**src/rtl/tmr_host_pkg.sv**
```systemverilog
package tmr_host_pkg;

  // access field of a control word; the same code marks a pending snapshot
  typedef enum logic [1:0] {
    ACC_NONE = 2'd0,
    ACC_LO   = 2'd1,
    ACC_HI   = 2'd2,
    ACC_WORD = 2'd3
  } acc_e;

  localparam logic [1:0] CTRL_ADDR = 2'd3;
  localparam logic [1:0] RB_CODE   = 2'd3;
  localparam logic [2:0] MODE_RST  = 3'd3;

  function automatic logic [7:0] status_byte(input logic out_l, input acc_e acc,
                                             input logic [2:0] mode, input logic bcd);
    return {out_l, 1'b0, acc, mode, bcd};
  endfunction

  function automatic logic [15:0] compose_count(input acc_e acc, input logic [7:0] low_held,
                                                input logic [7:0] byte_in);
    logic [15:0] v;
    case (acc)
      ACC_LO:   v = {8'h00, byte_in};
      ACC_HI:   v = {byte_in, 8'h00};
      default:  v = {byte_in, low_held};
    endcase
    return v;
  endfunction

  function automatic logic [7:0] pick_byte(input logic [15:0] v, input logic hi);
    return hi ? v[15:8] : v[7:0];
  endfunction

endpackage

```
**src/rtl/tmr_ctrl_decode.sv**
```systemverilog
module tmr_ctrl_decode
  import tmr_host_pkg::*;
#(
  parameter int NCH = 3
) (
  input  logic           wr_en,
  input  logic [1:0]     addr,
  input  logic [7:0]     wdata,
  output logic [NCH-1:0] cfg_we,
  output logic [NCH-1:0] data_we,
  output logic [NCH-1:0] cnt_frz_req,
  output logic [NCH-1:0] sts_frz_req,
  output acc_e           cw_acc,
  output logic [2:0]     cw_mode,
  output logic           cw_bcd
);
  logic       ctl_wr;
  logic       is_rb;
  logic [1:0] chan_f;

  assign ctl_wr  = wr_en && (addr == CTRL_ADDR);
  assign chan_f  = wdata[7:6];
  assign is_rb   = (chan_f == RB_CODE);
  assign cw_acc  = acc_e'(wdata[5:4]);
  assign cw_mode = wdata[3:1];
  assign cw_bcd  = wdata[0];

  for (genvar i = 0; i < NCH; i++) begin : g_dec
    logic hit_ch;
    assign hit_ch         = ctl_wr && !is_rb && (chan_f == 2'(i));
    assign data_we[i]     = wr_en && (addr == 2'(i));
    assign cfg_we[i]      = hit_ch && (cw_acc != ACC_NONE);
    assign cnt_frz_req[i] = (hit_ch && (cw_acc == ACC_NONE)) ||
                            (ctl_wr && is_rb && wdata[i+1] && !wdata[5]);
    assign sts_frz_req[i] = ctl_wr && is_rb && wdata[i+1] && !wdata[4];
  end

endmodule

```
**src/rtl/tmr_chan_regs.sv**
```systemverilog
module tmr_chan_regs
  import tmr_host_pkg::*;
(
  input  logic        clk,
  input  logic        rst_n,
  input  logic        cfg_we,
  input  acc_e        cw_acc,
  input  logic [2:0]  cw_mode,
  input  logic        cw_bcd,
  input  logic        data_we,
  input  logic [7:0]  wbyte,
  input  logic        cnt_frz_req,
  input  logic        sts_frz_req,
  input  logic        rd_hit,
  input  logic [15:0] cnt_live,
  input  logic        out_lvl,
  output logic [7:0]  rd_byte,
  output logic        load_stb,
  output logic [15:0] load_val,
  output logic [2:0]  mode,
  output logic        bcd,
  output logic        sts_pend,
  output acc_e        cnt_pend,
  output logic [15:0] cnt_snap
);
  acc_e        acc_q;
  logic        wseq_hi_q;
  logic        rseq_hi_q;
  logic [7:0]  low_held_q;
  logic [7:0]  sts_q;
  logic        load_now;

  assign load_now = data_we && ((acc_q != ACC_WORD) || wseq_hi_q);

  always_comb begin
    if (sts_pend)
      rd_byte = sts_q;
    else if (cnt_pend != ACC_NONE)
      rd_byte = pick_byte(cnt_snap, cnt_pend == ACC_HI);
    else begin
      case (acc_q)
        ACC_HI:   rd_byte = pick_byte(cnt_live, 1'b1);
        ACC_WORD: rd_byte = pick_byte(cnt_live, rseq_hi_q);
        default:  rd_byte = pick_byte(cnt_live, 1'b0);
      endcase
    end
  end

  always_ff @(posedge clk) begin
    if (!rst_n) begin
      acc_q      <= ACC_WORD;
      mode       <= MODE_RST;
      bcd        <= 1'b0;
      wseq_hi_q  <= 1'b0;
      rseq_hi_q  <= 1'b0;
      low_held_q <= 8'h00;
      sts_pend   <= 1'b0;
      sts_q      <= 8'h00;
      cnt_pend   <= ACC_NONE;
      cnt_snap   <= 16'h0000;
      load_stb   <= 1'b1;
      load_val   <= 16'h0000;
    end else begin
      load_stb <= load_now;
      if (load_now)
        load_val <= compose_count(acc_q, low_held_q, wbyte);

      // read side effects, in precedence order
      if (rd_hit) begin
        if (sts_pend)
          sts_pend <= 1'b0;
        else if (cnt_pend == ACC_WORD)
          cnt_pend <= ACC_HI;
        else if (cnt_pend != ACC_NONE)
          cnt_pend <= ACC_NONE;
        else if (acc_q == ACC_WORD)
          rseq_hi_q <= !rseq_hi_q;
      end

      if (data_we && (acc_q == ACC_WORD)) begin
        wseq_hi_q <= !wseq_hi_q;
        if (!wseq_hi_q)
          low_held_q <= wbyte;
      end

      if (cfg_we) begin
        acc_q     <= cw_acc;
        mode      <= cw_mode;
        bcd       <= cw_bcd;
        wseq_hi_q <= 1'b0;
        rseq_hi_q <= 1'b0;
      end

      if (cnt_frz_req && (cnt_pend == ACC_NONE)) begin
        cnt_pend <= acc_q;
        cnt_snap <= cnt_live;
      end

      if (sts_frz_req && !sts_pend) begin
        sts_pend <= 1'b1;
        sts_q    <= status_byte(out_lvl, acc_q, mode, bcd);
      end
    end
  end

endmodule

```
**src/rtl/tmr_host_if.sv**
```systemverilog
module tmr_host_if
  import tmr_host_pkg::*;
#(
  parameter int             NCH      = 3,
  parameter logic [NCH-1:0] GATE_RST = 3'b011
) (
  input  logic             clk,
  input  logic             rst_n,
  input  logic [1:0]       addr,
  input  logic             wr_en,
  input  logic             rd_en,
  input  logic [7:0]       wdata,
  output logic [7:0]       rdata,
  input  logic [NCH*16-1:0] cnt_live,
  input  logic [NCH-1:0]   out_lvl,
  input  logic [NCH-1:0]   gate_req,
  output logic [NCH-1:0]   load_stb,
  output logic [NCH*16-1:0] load_val,
  output logic [NCH*3-1:0] mode_o,
  output logic [NCH-1:0]   bcd_o,
  output logic [NCH-1:0]   gate_o
);
  localparam int CW = 16;

  logic [NCH-1:0]      cfg_we, data_we, cnt_frz_req, sts_frz_req;
  acc_e                cw_acc;
  logic [2:0]          cw_mode;
  logic                cw_bcd;
  logic [NCH-1:0][7:0] rd_byte;
  logic [NCH-1:0]      sts_pend;
  logic [NCH-1:0]      cnt_busy;
  logic [NCH*CW-1:0]   cnt_snap;
  logic [7:0]          rd_next;

  tmr_ctrl_decode #(.NCH(NCH)) u_dec (
    .wr_en(wr_en), .addr(addr), .wdata(wdata),
    .cfg_we(cfg_we), .data_we(data_we),
    .cnt_frz_req(cnt_frz_req), .sts_frz_req(sts_frz_req),
    .cw_acc(cw_acc), .cw_mode(cw_mode), .cw_bcd(cw_bcd)
  );

  for (genvar i = 0; i < NCH; i++) begin : g_ch
    acc_e pend_i;
    tmr_chan_regs u_ch (
      .clk(clk), .rst_n(rst_n),
      .cfg_we(cfg_we[i]), .cw_acc(cw_acc), .cw_mode(cw_mode), .cw_bcd(cw_bcd),
      .data_we(data_we[i]), .wbyte(wdata),
      .cnt_frz_req(cnt_frz_req[i]), .sts_frz_req(sts_frz_req[i]),
      .rd_hit(rd_en && (addr == 2'(i))),
      .cnt_live(cnt_live[i*CW +: CW]), .out_lvl(out_lvl[i]),
      .rd_byte(rd_byte[i]),
      .load_stb(load_stb[i]), .load_val(load_val[i*CW +: CW]),
      .mode(mode_o[i*3 +: 3]), .bcd(bcd_o[i]),
      .sts_pend(sts_pend[i]), .cnt_pend(pend_i),
      .cnt_snap(cnt_snap[i*CW +: CW])
    );
    assign cnt_busy[i] = (pend_i != ACC_NONE);
  end

  always_comb begin
    rd_next = 8'hFF;
    for (int i = 0; i < NCH; i++)
      if (addr == 2'(i)) rd_next = rd_byte[i];
  end

  always_ff @(posedge clk) begin
    if (!rst_n) begin
      rdata  <= 8'h00;
      gate_o <= GATE_RST;
    end else begin
      gate_o <= gate_req;
      if (rd_en) rdata <= rd_next;
    end
  end

endmodule

```
**config.mk**
```make
export PLATFORM = sky130hd
export DESIGN_NAME = tmr_host_if
export DESIGN_NICKNAME = d
export VERILOG_FILES = /design/src/rtl/tmr_host_pkg.sv /design/src/rtl/tmr_ctrl_decode.sv /design/src/rtl/tmr_chan_regs.sv /design/src/rtl/tmr_host_if.sv
export SDC_FILE = /design/constraint.sdc
export NUM_CORES = 1
export LEC_CHECK = 0
export BUFFER_PORTS_ARGS = -buffer_cell sky130_fd_sc_hd__clkbuf_2
export CORE_MARGIN = 2
export CORE_UTILIZATION = 30
export DETAILED_ROUTE_END_ITERATION = 16
export GPL_TIMING_DRIVEN = 0
export PLACE_DENSITY_LB_ADDON = 0.05
export SLEW_MARGIN = 10
export SYNTH_ARGS = -nofsm -noshare
export SYNTH_HDL_FRONTEND = slang
export SYNTH_SLANG_ARGS = --single-unit
```
**constraint.sdc**
```tcl
create_clock -name clk -period 2.34 [get_ports clk]
set_clock_uncertainty 0.05 [all_clocks]
set_input_delay 0.468 -clock clk [delete_from_list [all_inputs] [get_ports clk]]
set_output_delay 0.468 -clock clk [all_outputs]
set_load 0.01 [all_outputs]
```
==> qor.yml <==
run_status:
  status: "completed"
critical_path:
  crit_chain: "clkbuf_1 > nor2_1 > nand2_1 > a221oi_1 > o32a_1 > a21oi_1"
  r2r_slack_ns: 0.08
  critPathLaunch: "g_ch[0].u_ch.cnt_pend[0]"
  slowest_delay_ns: 0.50
  slowest_stage: "nor2_1"
  path_buf_inv: 1
  worstSetupPathType: "reg -> reg"
  crit_arrival_ns: 2.51
  crit_family: "compound AO/OA/AOI/OAI gates"
  cp.required_ns: 2.59
  worstPathMaxFanout: 10
  cp-end-kind: "register"
  start_kind: "register"
  worstReg2RegStart: "g_ch[0].u_ch.cnt_pend[0]"
synth:
  muxShareOfSynthArea: 0.0611
  synth_top_family_by_area: "simple AND/OR/NAND/NOR gates"
  synth_ff_type: "dfxtp_1"
  synth_fa_ha_area_frac: 0.0147
  async_reset_ff_frac: 0
  synth_xor_xnor_area_share: 0.00411
  yosysSeqAreaShare: 0.442
  synth_nets: 1132
  yosys_register_bits: 188
  synthSimpleGateAreaFrac: 0.227
  yosysWarnings: 0
  syn_area_sq_um: 8510
  avgSynthCellArea_sq_um: 8.08
  synth_compound_gate_area_share: 0.190
  synth_cell_types: 55
  synth_cells: 1054
  synth-edff-count: 0
sta:
  holdWs_ns: 0.173
  drv_slew: 0
  hold_violations: 0
  post-route-period-util: 0.967
  setup_violations: 0
  grt_setup_unrepaired: "no"
  timing.max_slew.rel_slack: 0.431
  fmax_mhz: 442
  worst_slew_pin_slew_ns: 0.853
  period_minus_slack_ns: 2.26
  setup_ws_ns: 0.0779
cells_and_area:
  fillCellCount: 2975
  multi_input_area_sq_um: 4280
  synthToLayoutAreaGrowth_pct: 21.1
  final_cell_mix: "188 x dfxtp_1, 159 x nand2_1, 139 x clkbuf_2, 108 x nor2_1, 77 x o21ai_0"
  nNetsFinal: 1287
  final_common_cell: "dfxtp_1"
  drive_gt1_frac: 0.191
  regArea_sq_um: 3760
  antenna_cells: 0
routing:
  dr.pass1.iters: 5
  detail-route-antenna-nets: 0
  drtIter0Drc: 483
  drt_wl_total_um: 30600
  vias: 7931
  routedWlPerCell_um: 19.1
  drc: 0
  via_per_inst: 4.96
global_route:
  grt_pass1_wl_um: 47000
  overflow: 0
  antenna_found_initial: 0
  grt_util_all_layers: 0.211
  grt_pass1_vias: 7787
  grt_max_degree: 18
clock_network:
  clk_latency_ns: 0.44
  cts_tree: "done"
  clkTransAtPathRegs_ns: 0.08
  postCtsSetupBuffers: 0
  numCtsBuffers: 17
  htree_levels: 4
  cts-root-buf: "clkbuf_16"
  cts_buffer_depth: 2
  clock-sinks: 188
power_and_ir_drop:
  p_leak_uw: 0.00385
  pwr_density_cell_nw_per_um2: 672
  ir_drop_v: 0.000401
floorplan:
  dieHeight_um: 172
  initial_utilization: 0.306
  die_area_sq_um: 29700
  ios: 142
  coreArea_sq_um: 27900
  rows: 61
  die_x_um: 172
hold_path:
  hp-start: "gate_req[1]"
  hold_class: "in -> reg"
place:
  post-place-ws_ns: -0.0939
  hpwlAfterDp_um: 22200
  gp_congestion: 0.836
  port_buffers: 136
flow_run:
  drv_cap: 0
## path summary, 6_finish.rpt
kind	to	cells past startpoint
worst max-delay path	rdata[4]	6
worst max register to register	rdata[4]	6
worst min register to register	g_ch[2].u_ch.load_val[11]	2
worst min-delay path	gate_o[1]	2
## synth_stat cells (6+ instances only)
| library cell | number | share of area |
|---|---|---|
| inv_1 | 18 | 0.0079 |
| ha_1 | 10 | 0.015 |
| buf_4 | 13 | 0.011 |
| and3_1 | 11 | 0.0081 |
| o21ai_0 | 77 | 0.045 |
| nand2_1 | 159 | 0.070 |
| and2_1 | 7 | 0.0051 |
| a21oi_1 | 78 | 0.046 |
| nor3_1 | 30 | 0.018 |
| buf_2 | 20 | 0.012 |
| nor2b_1 | 11 | 0.0081 |
| a221oi_1 | 14 | 0.014 |
| mux2i_1 | 52 | 0.061 |
| a211oi_1 | 24 | 0.021 |
| clkbuf_1 | 60 | 0.026 |
| nand3_1 | 65 | 0.038 |
| nor3b_1 | 6 | 0.0053 |
| o211ai_1 | 11 | 0.0097 |
| dfxtp_1 | 188 | 0.44 |
| nand2b_1 | 6 | 0.0044 |
| a221o_1 | 11 | 0.013 |
| nor2_1 | 108 | 0.048 |
| o21ai_1 | 7 | 0.0041 |
## routing by layer
metal,share of wire,GRT usage,vias up
met5,0,0,-
li1,-,-,3996
met2,0.47,0.347,171
met4,0.014,0.0449,0
met3,0.035,0.0355,28
met1,0.48,0.291,3736
## cell type report
cell class	instances	share of cell area
Buffer	97	0.0444
Clock buffer	18	0.0416
Clock inverter	14	0.0154
Inverter	18	0.00655
Multi-Input combinational cell	751	0.415
Sequential cell	188	0.365
Tap cell	378	0.0459
Timing Repair Buffer	136	0.0660
## where the power goes
part           switching (uW)  internal, uW
Sequential               37.1          3260
Clock                    1370          1600
Combinational             439           223
## logic make-up (layout without fill, tap and decap cells)
logic type | count (synthesis) | in the layout
xor gates and xnor gates | 4 | 4
DFF | 188 | 188
AOI/OAI and AO/OA | 258 | 258
buffers and inverters | 115 | 283
adders and majority gates | 10 | 10
muxes | 52 | 52
and+or+nand+nor | 427 | 427
## registers in the layout, summed over array words and instances, names as in the netlist
| signal | flops |
|---|---|
| g_ch.u_ch.acc_q | 6 |
| g_ch.u_ch.bcd | 3 |
| g_ch.u_ch.cnt_pend | 6 |
| g_ch.u_ch.cnt_snap | 48 |
| g_ch.u_ch.load_stb | 3 |
| g_ch.u_ch.load_val | 48 |
| g_ch.u_ch.low_held_q | 24 |
| g_ch.u_ch.mode | 9 |
| g_ch.u_ch.rseq_hi_q | 3 |
| g_ch.u_ch.sts_pend | 3 |
| g_ch.u_ch.sts_q | 21 |
| g_ch.u_ch.wseq_hi_q | 3 |
| gate_o | 3 |
| rdata | 8 |
## stage by stage
stage	area, sq um	TNS (ns)	utilization	cells	power, uW
finish	10300	0	0.370	1600	6920
global route	10300	0	0.370	1600	7220
CTS	10300	0	0.368	1600	7010
detailed placement	9670	-0.514	0.347	1568	4020
global placement	9670	-0.526	0.347	1568	4020
floorplan	8510	0	-	1054	3720
## repair_timing
action,CTS,global route
hold buffers,0,0
endpoints found under the setup margin,7,10
gates cloned,0,0
pin swaps,0,0
resized for setup,2,13
No activity file was read; power rests on OpenSTA's default activity.
